===== src/rtl/arbPkg.sv =====
package arbPkg;
  parameter int ARB_ID_W = 4;
  localparam int ARB_IDS = 1 << ARB_ID_W;
  localparam int ARB_HALF = ARB_IDS / 2;

  typedef logic [ARB_IDS-1:0] idMask_t;

  typedef enum logic [1:0] {
    ST_IDLE  = 2'd0,
    ST_ARB   = 2'd1,
    ST_WATCH = 2'd2,
    ST_GRANT = 2'd3
  } arbState_t;

  // control -> datapath
  typedef struct packed {
    logic timerStart;
    logic driveId;
    logic judgeOwn;
    logic judgeOther;
  } arbStrobe_t;

  // datapath -> control
  typedef struct packed {
    logic busFree;
    logic timerDone;
    logic ownWins;
    logic fairHold;
    logic bsyLow;
  } arbStatus_t;

  // lower half outranks upper half; inside each half the larger ID outranks
  function automatic int rankOf(input int id);
    return (id < ARB_HALF) ? id + ARB_HALF : id - ARB_HALF;
  endfunction

  function automatic idMask_t aboveMask(input int id);
    idMask_t m;
    for (int k = 0; k < ARB_IDS; k++) m[k] = rankOf(k) > rankOf(id);
    return m;
  endfunction
endpackage


===== src/rtl/arbDatapath.sv =====
module arbDatapath
  import arbPkg::*;
#(
  parameter int SETTLE_CYC = 8,
  parameter int ARB_CYC    = 48
) (
  input  logic                clk,
  input  logic                rst,
  input  logic                bsyInN,
  input  logic                selInN,
  input  idMask_t             dbInN,
  input  logic [ARB_ID_W-1:0] ownId,
  input  arbStrobe_t          strobe,
  output arbStatus_t          stat,
  output idMask_t             dbDrvEn
);
  localparam int FREE_W = $clog2(SETTLE_CYC + 1);
  localparam int TMR_W  = $clog2(ARB_CYC + 1);
  localparam logic [FREE_W-1:0] FREE_MAX = FREE_W'(SETTLE_CYC);
  localparam logic [TMR_W-1:0]  TMR_MAX  = TMR_W'(ARB_CYC);

  logic [FREE_W-1:0] freeCnt;
  logic [TMR_W-1:0]  tmr;
  idMask_t           fairMask;
  idMask_t           seen;
  idMask_t           aboveOwn;
  idMask_t           lowerOwn;
  idMask_t           ownBit;
  idMask_t           topMask;

  assign seen     = ~dbInN;
  assign ownBit   = idMask_t'(1) << ownId;
  assign aboveOwn = aboveMask(int'(ownId));
  assign lowerOwn = ~aboveOwn & ~ownBit;

  // highest-ranked asserted ID on the bus
  always_comb begin
    for (int i = 0; i < ARB_IDS; i++)
      topMask[i] = seen[i] && ((seen & aboveMask(i)) == '0);
  end

  // settle counter: both control lines released
  always_ff @(posedge clk) begin
    if (rst) freeCnt <= '0;
    else if (bsyInN && selInN) begin
      if (freeCnt != FREE_MAX) freeCnt <= freeCnt + 1'b1;
    end else freeCnt <= '0;
  end

  // arbitration-window timer
  always_ff @(posedge clk) begin
    if (rst) tmr <= '0;
    else if (strobe.timerStart) tmr <= '0;
    else if (tmr != TMR_MAX) tmr <= tmr + 1'b1;
  end

  // fairness register
  always_ff @(posedge clk) begin
    if (rst) fairMask <= '0;
    else if (strobe.judgeOwn && stat.ownWins) fairMask <= fairMask | (seen & lowerOwn);
    else if (strobe.judgeOther) fairMask <= fairMask & ~topMask;
  end

  assign stat.busFree   = (freeCnt == FREE_MAX);
  assign stat.timerDone = (tmr == TMR_MAX);
  assign stat.ownWins   = ((seen & aboveOwn) == '0);
  assign stat.fairHold  = |fairMask;
  assign stat.bsyLow    = ~bsyInN;

  assign dbDrvEn = strobe.driveId ? ownBit : '0;

  // a free indication always follows an edge with both lines released
  p_free_after_release_r1: assert property (@(posedge clk) disable iff (rst)
    stat.busFree |-> $past(bsyInN && selInN));

  // only lower-ranked IDs get recorded on a win
  p_record_lower_r8: assert property (@(posedge clk) disable iff (rst)
    (strobe.judgeOwn && stat.ownWins) |=> ((fairMask & $past(aboveOwn | ownBit)) == ($past(fairMask) & $past(aboveOwn | ownBit))));
endmodule


===== src/rtl/arbControl.sv =====
module arbControl
  import arbPkg::*;
(
  input  logic       clk,
  input  logic       rst,
  input  logic       arbReq,
  input  arbStatus_t stat,
  output arbStrobe_t strobe,
  output logic       bsyDrvEn,
  output logic       arbGrant
);
  arbState_t state, nextState;

  always_ff @(posedge clk) begin
    if (rst) state <= ST_IDLE;
    else     state <= nextState;
  end

  always_comb begin
    nextState = state;
    strobe    = '0;
    unique case (state)
      ST_IDLE: begin
        if (stat.busFree && arbReq && !stat.fairHold) begin
          nextState         = ST_ARB;
          strobe.timerStart = 1'b1;
        end else if (stat.busFree && stat.bsyLow) begin
          nextState         = ST_WATCH;
          strobe.timerStart = 1'b1;
        end
      end
      ST_ARB: begin
        strobe.driveId = 1'b1;
        if (stat.timerDone) begin
          strobe.judgeOwn = 1'b1;
          nextState       = stat.ownWins ? ST_GRANT : ST_IDLE;
        end
      end
      ST_WATCH: begin
        if (stat.timerDone) begin
          strobe.judgeOther = 1'b1;
          nextState         = ST_IDLE;
        end
      end
      ST_GRANT: begin
        strobe.driveId = 1'b1;
        if (!arbReq) nextState = ST_IDLE;
      end
      default: nextState = ST_IDLE;
    endcase
  end

  assign bsyDrvEn = (state == ST_ARB) || (state == ST_GRANT);
  assign arbGrant = (state == ST_GRANT);

  // driving starts only right after a free bus was seen
  p_start_on_free_r1: assert property (@(posedge clk) disable iff (rst)
    $rose(bsyDrvEn) |-> $past(stat.busFree));

  // no arbitration while the fairness register holds an ID
  p_fair_defer_r8: assert property (@(posedge clk) disable iff (rst)
    $rose(bsyDrvEn) |-> $past(!stat.fairHold));

  // withdrawn request releases the bus next cycle
  p_release_r6: assert property (@(posedge clk) disable iff (rst)
    (arbGrant && !arbReq) |=> (!bsyDrvEn && !arbGrant));

  // a lost decision releases everything
  p_loss_release_r7: assert property (@(posedge clk) disable iff (rst)
    (strobe.judgeOwn && !stat.ownWins) |=> (!bsyDrvEn && !arbGrant));

  // reset clears the drives within one edge
  p_reset_clear_r10: assert property (@(posedge clk)
    rst |=> (!bsyDrvEn && !arbGrant));
endmodule


===== src/rtl/busArbiter.sv =====
module busArbiter
  import arbPkg::*;
#(
  parameter int SETTLE_CYC = 8,
  parameter int ARB_CYC    = 48
) (
  input  logic                clk,
  input  logic                rst,
  input  logic                arbReq,
  input  logic [ARB_ID_W-1:0] ownId,
  input  logic                bsyInN,
  input  logic                selInN,
  input  logic [ARB_IDS-1:0]  dbInN,
  output logic                arbGrant,
  output logic                bsyDrvEn,
  output logic [ARB_IDS-1:0]  dbDrvEn
);
  arbStrobe_t strobe;
  arbStatus_t stat;

  arbDatapath #(.SETTLE_CYC(SETTLE_CYC), .ARB_CYC(ARB_CYC)) u_dp (
    .clk(clk), .rst(rst), .bsyInN(bsyInN), .selInN(selInN), .dbInN(dbInN),
    .ownId(ownId), .strobe(strobe), .stat(stat), .dbDrvEn(dbDrvEn)
  );

  arbControl u_ctl (
    .clk(clk), .rst(rst), .arbReq(arbReq), .stat(stat), .strobe(strobe),
    .bsyDrvEn(bsyDrvEn), .arbGrant(arbGrant)
  );

  // an ID line is driven only together with BUSY
  p_id_with_bsy_r3: assert property (@(posedge clk) disable iff (rst)
    (dbDrvEn != '0) |-> bsyDrvEn);
endmodule


===== config.mk =====
export PLATFORM = sky130hd
export DESIGN_NAME = busArbiter
export DESIGN_NICKNAME = d
export VERILOG_FILES = /design/src/rtl/arbPkg.sv /design/src/rtl/arbDatapath.sv /design/src/rtl/arbControl.sv /design/src/rtl/busArbiter.sv
export SDC_FILE = /design/constraint.sdc
export NUM_CORES = 1
export LEC_CHECK = 0
export CAP_MARGIN = 30
export CORE_ASPECT_RATIO = 1.2
export CORE_MARGIN = 2
export CORE_UTILIZATION = 45
export CTS_CLUSTER_SIZE = 10
export DETAILED_ROUTE_END_ITERATION = 12
export HOLD_SLACK_MARGIN = 0.06
export PLACE_DENSITY = 0.74
export SLEW_MARGIN = 20
export SYNTH_ARGS = -nofsm -noshare
export SYNTH_HDL_FRONTEND = slang
export SYNTH_SLANG_ARGS = --single-unit

===== constraint.sdc =====
create_clock -name clk -period 2.6 [get_ports clk]
set_input_delay 0.52 -clock clk [delete_from_list [all_inputs] [get_ports clk]]
set_output_delay 0.52 -clock clk [all_outputs]
set_load 0.1 [all_outputs]

==> summary.md <==
| Metric | Value |
|---|---|
| Status | `complete, no violations` |
| Grt total ovfl | `0` |
| Asr flop ratio synth | `0` |
| Largest net degree at the start of global routing | `17` |
| Crit path depth | `6` |
| Combinational power share | `0.281` |
| Max-Cap Viols | `0` |
| TritonCTS Buffers | `3` |
| Hold crit path type | `flop to flop` |
| Number of port buffers | `42` |
| H-tree depth | `1` |
| Final Skew | `0.003310 ns` |
| Register-to-register setup slack | `0.40 ns` |
| R2R depth | `8` |
| Switching share of power | `0.3171` |
| Routed WL per cell | `15.72 um` |
| Detailed Route Iter0 Violations | `93` |
| Antenna viol nets, final | `0` |
| CTS tree | `yes` |
| EDFF count, synth | `0` |
| Slew margin rel. | `0.6480` |
| Syn nets | `261` |
| Slowest-stage cell, CP | `clkdlybuf4s50_1` |
| Max stage delay on crit path | `0.50 ns` |
| Top cell type's share of synthesized area | `0.3289` |
| Total leakage power | `1.001 nW` |
| Clk pwr share | `0.307` |
| Vias in the first global route | `1,886` |
| Top cells by area, synth | `dfxtp_1 33%, nor2_1 7.3%, a21oi_1 5.3%` |
| Reg clk slew, reported paths | `0.10 ns` |
| CP Max Fanout | `9` |
| Worst Hold Depth | `1` |
| Via count | `1,945` |
| Worst skew pair latency | `0.28 ns` |
| Share of the clock period used by the worst path | `0.9780` |
| Final Hold Viols | `0` |
| Crit Path Class | `primary input to primary output` |
| Synth cell count leaders | `33 x nor2_1, 28 x dfxtp_1, 21 x nand2_1, 18 x a21oi_1` |
| Antenna diodes | `0` |
| Overall routed net length | `5393 um` |
| Fin crit period | `2.543 ns` |
| Crit end category | `primary output` |
| Synth Cell Area | `1704 um^2` |
| Slew Limit Fails | `0` |
| Internal power | `0.7688 mW` |
| Top FF cell, synth | `dfxtp_1` |
| CTS max path bufs | `2` |
| Netlist cell types | `45` |
| Gpl congestion | `0.9278` |
| Syn Area/Cell | `7.345 um^2` |
| Clk sinks | `28` |
| Core Footprint | `3633 um^2` |
| Tightest Pin Transition | `0.5231 ns` |
| Drt pass-1 iters | `4` |
| Root Driver | `clkbuf_8` |
| Setup TNS | `0 ns` |
| Rows | `24` |
| Highest clock rate | `393.3 MHz` |
| Ys Warns | `0` |
| CP Launch Type | `primary input` |
| Die area | `4297 um^2` |
| Yosys reg bits | `28` |
| Largest area contributor in the netlist | `dfxtp_1` |
| Sequential area share after synthesis | `0.3289` |
| Syn Inst Count | `232` |
| Flop pwr share | `0.413` |
| Count leader, synth | `nor2_1` |
| PD cells | `425.4 nW/um^2` |
| Critical Path, Cell by Cell | `clkdlybuf4s50_1 -> buf_4 -> nor2_1 -> nand2_1 -> nor3_2 -> buf_12` |
| Buf/Inv on CP | `3` |
| Final Setup Violations | `0` |
| CTS hold repair buffers | `0` |
| Layout cell share with drive strength beyond 1 | `0.2302` |
| CP delay by family, top | `buffers and inverters` |
| DRC viols | `0` |
| Crit path DAT | `2.02 ns` |
| Starting Density | `0.4690` |
| Hold_ws | `0.4534 ns` |
| Chip height | `71.41 um` |
| Worst VDD drop | `0.3909 mV` |
| Antenna violations before repair | `0` |
| Nets@finish | `321` |
| Layout area overhead | `55.29%` |
| # fillers | `315` |
| Dpl hpwl | `4243 um` |
| Die width | `60.18 um` |
| Via-to-Cell Ratio | `5.671` |
| First-pass GRT wire length | `8880 um` |
| Sw Pwr | `0.3570 mW` |
| FF/Latch Area | `560.5 um^2` |
| Post-CTS Setup Bufs | `0` |
| Worst path required time | `2.08 ns` |
| GRT Total Usage | `0.2673` |
| Multi-input logic area | `1154 um^2` |
| I/O Pins | `43` |
## what timing repair did
action	CTS	global route
pin swaps	0	0
resized for setup	1	3
endpoints found under the setup margin	2	3
## layout by cell type (no fill, tap or decap), types with 2 or more instances in the layout
cell type and count:
a211oi_1 4, a21oi_1 18, a31oi_1 4, buf_12 16, buf_4 24, clkbuf_8 3, clkdlybuf4s50_1 23, dfxtp_1 28
ha_1 4, inv_1 14, nand2_1 20, nand2b_1 4, nand3_1 10, nand4_1 2, nor2_1 27, nor2_2 3
nor2_4 3, nor2b_1 3, nor3_1 8, nor3_2 4, nor3_4 4, nor3b_1 4, nor4_1 4, nor4_2 2
o211ai_1 2, o21ai_0 15, o311ai_0 2, o31ai_1 3, o41ai_1 2, xnor2_1 5, xor2_1 3
## power by group through the flow
stage	sequential, mW	combinational, mW	clock, mW
2_1_floorplan	0.463	0.192	0
3_3_place_gp	0.472	0.305	0
3_5_place_dp	0.474	0.309	0
4_1_cts	0.464	0.312	0.352
5_1_grt	0.467	0.343	0.369
6_report	0.465	0.316	0.345
## layout make-up
cell class / instances / share of cell area
Multi-Input combinational cell: 181 / 0.4359
Timing Repair Buffer: 64 / 0.2809
Sequential cell: 28 / 0.2118
Tap cell: 52 / 0.02459
Inverter: 14 / 0.01986
Clock buffer: 3 / 0.01560
Clock inverter: 1 / 0.01135
## state kept, by name, indices dropped and copies added (netlist names)
| signal | cells |
|---|---|
| u_ctl.state | 2 |
| u_dp.fairMask | 16 |
| u_dp.freeCnt | 4 |
| u_dp.tmr | 6 |
## metrics by stage
step | power (mW) | std cells | cell area (um^2) | worst slack, ns | util
floorplan | 0.6552 | 232 | 1797 | -0.5359 | -
global route | 1.178 | 343 | 2646 | -0.005361 | 0.7283
global placement | 0.7774 | 339 | 2559 | 0.03407 | 0.7042
CTS | 1.128 | 343 | 2633 | 0.009148 | 0.7245
detailed placement | 0.7830 | 339 | 2559 | -0.04536 | 0.7042
finish | 1.126 | 343 | 2646 | 0.05714 | 0.7283
## path summary, 6_finish.rpt
path                            startpoint                       endpoint
min          u_dp.fairMask[7]$_SDFFE_PP0P_  u_dp.fairMask[7]$_SDFFE_PP0P_
max                               ownId[3]                     dbDrvEn[4]
min reg2reg  u_dp.fairMask[7]$_SDFFE_PP0P_  u_dp.fairMask[7]$_SDFFE_PP0P_
max reg2reg   u_dp.freeCnt[0]$_SDFFE_PP0P_    u_ctl.state[0]$_SDFFE_PP0P_
## kinds of logic (layout without fill, tap and decap cells)
| logic type | after synthesis | in the layout | synth area share |
|---|---|---|---|
| simple gates | 109 | 109 | 0.3216 |
| compound gates | 60 | 60 | 0.2225 |
| flops | 28 | 28 | 0.3289 |
| buf+inv | 23 | 82 | 0.05653 |
| xor+xnor | 8 | 8 | 0.04112 |
| fa+ha+maj | 4 | 4 | 0.02937 |
## metal layers
metal	wire, um	share of wire	vias to the layer above	track usage
li1	-	-	951	-
met1	2218	0.41	919	0.3307
met2	2774	0.51	62	0.4553
met3	268	0.050	13	0.03791
met4	131	0.024	0	0.1086
met5	0	0	-	0
(Power assumes the default switching activity.)
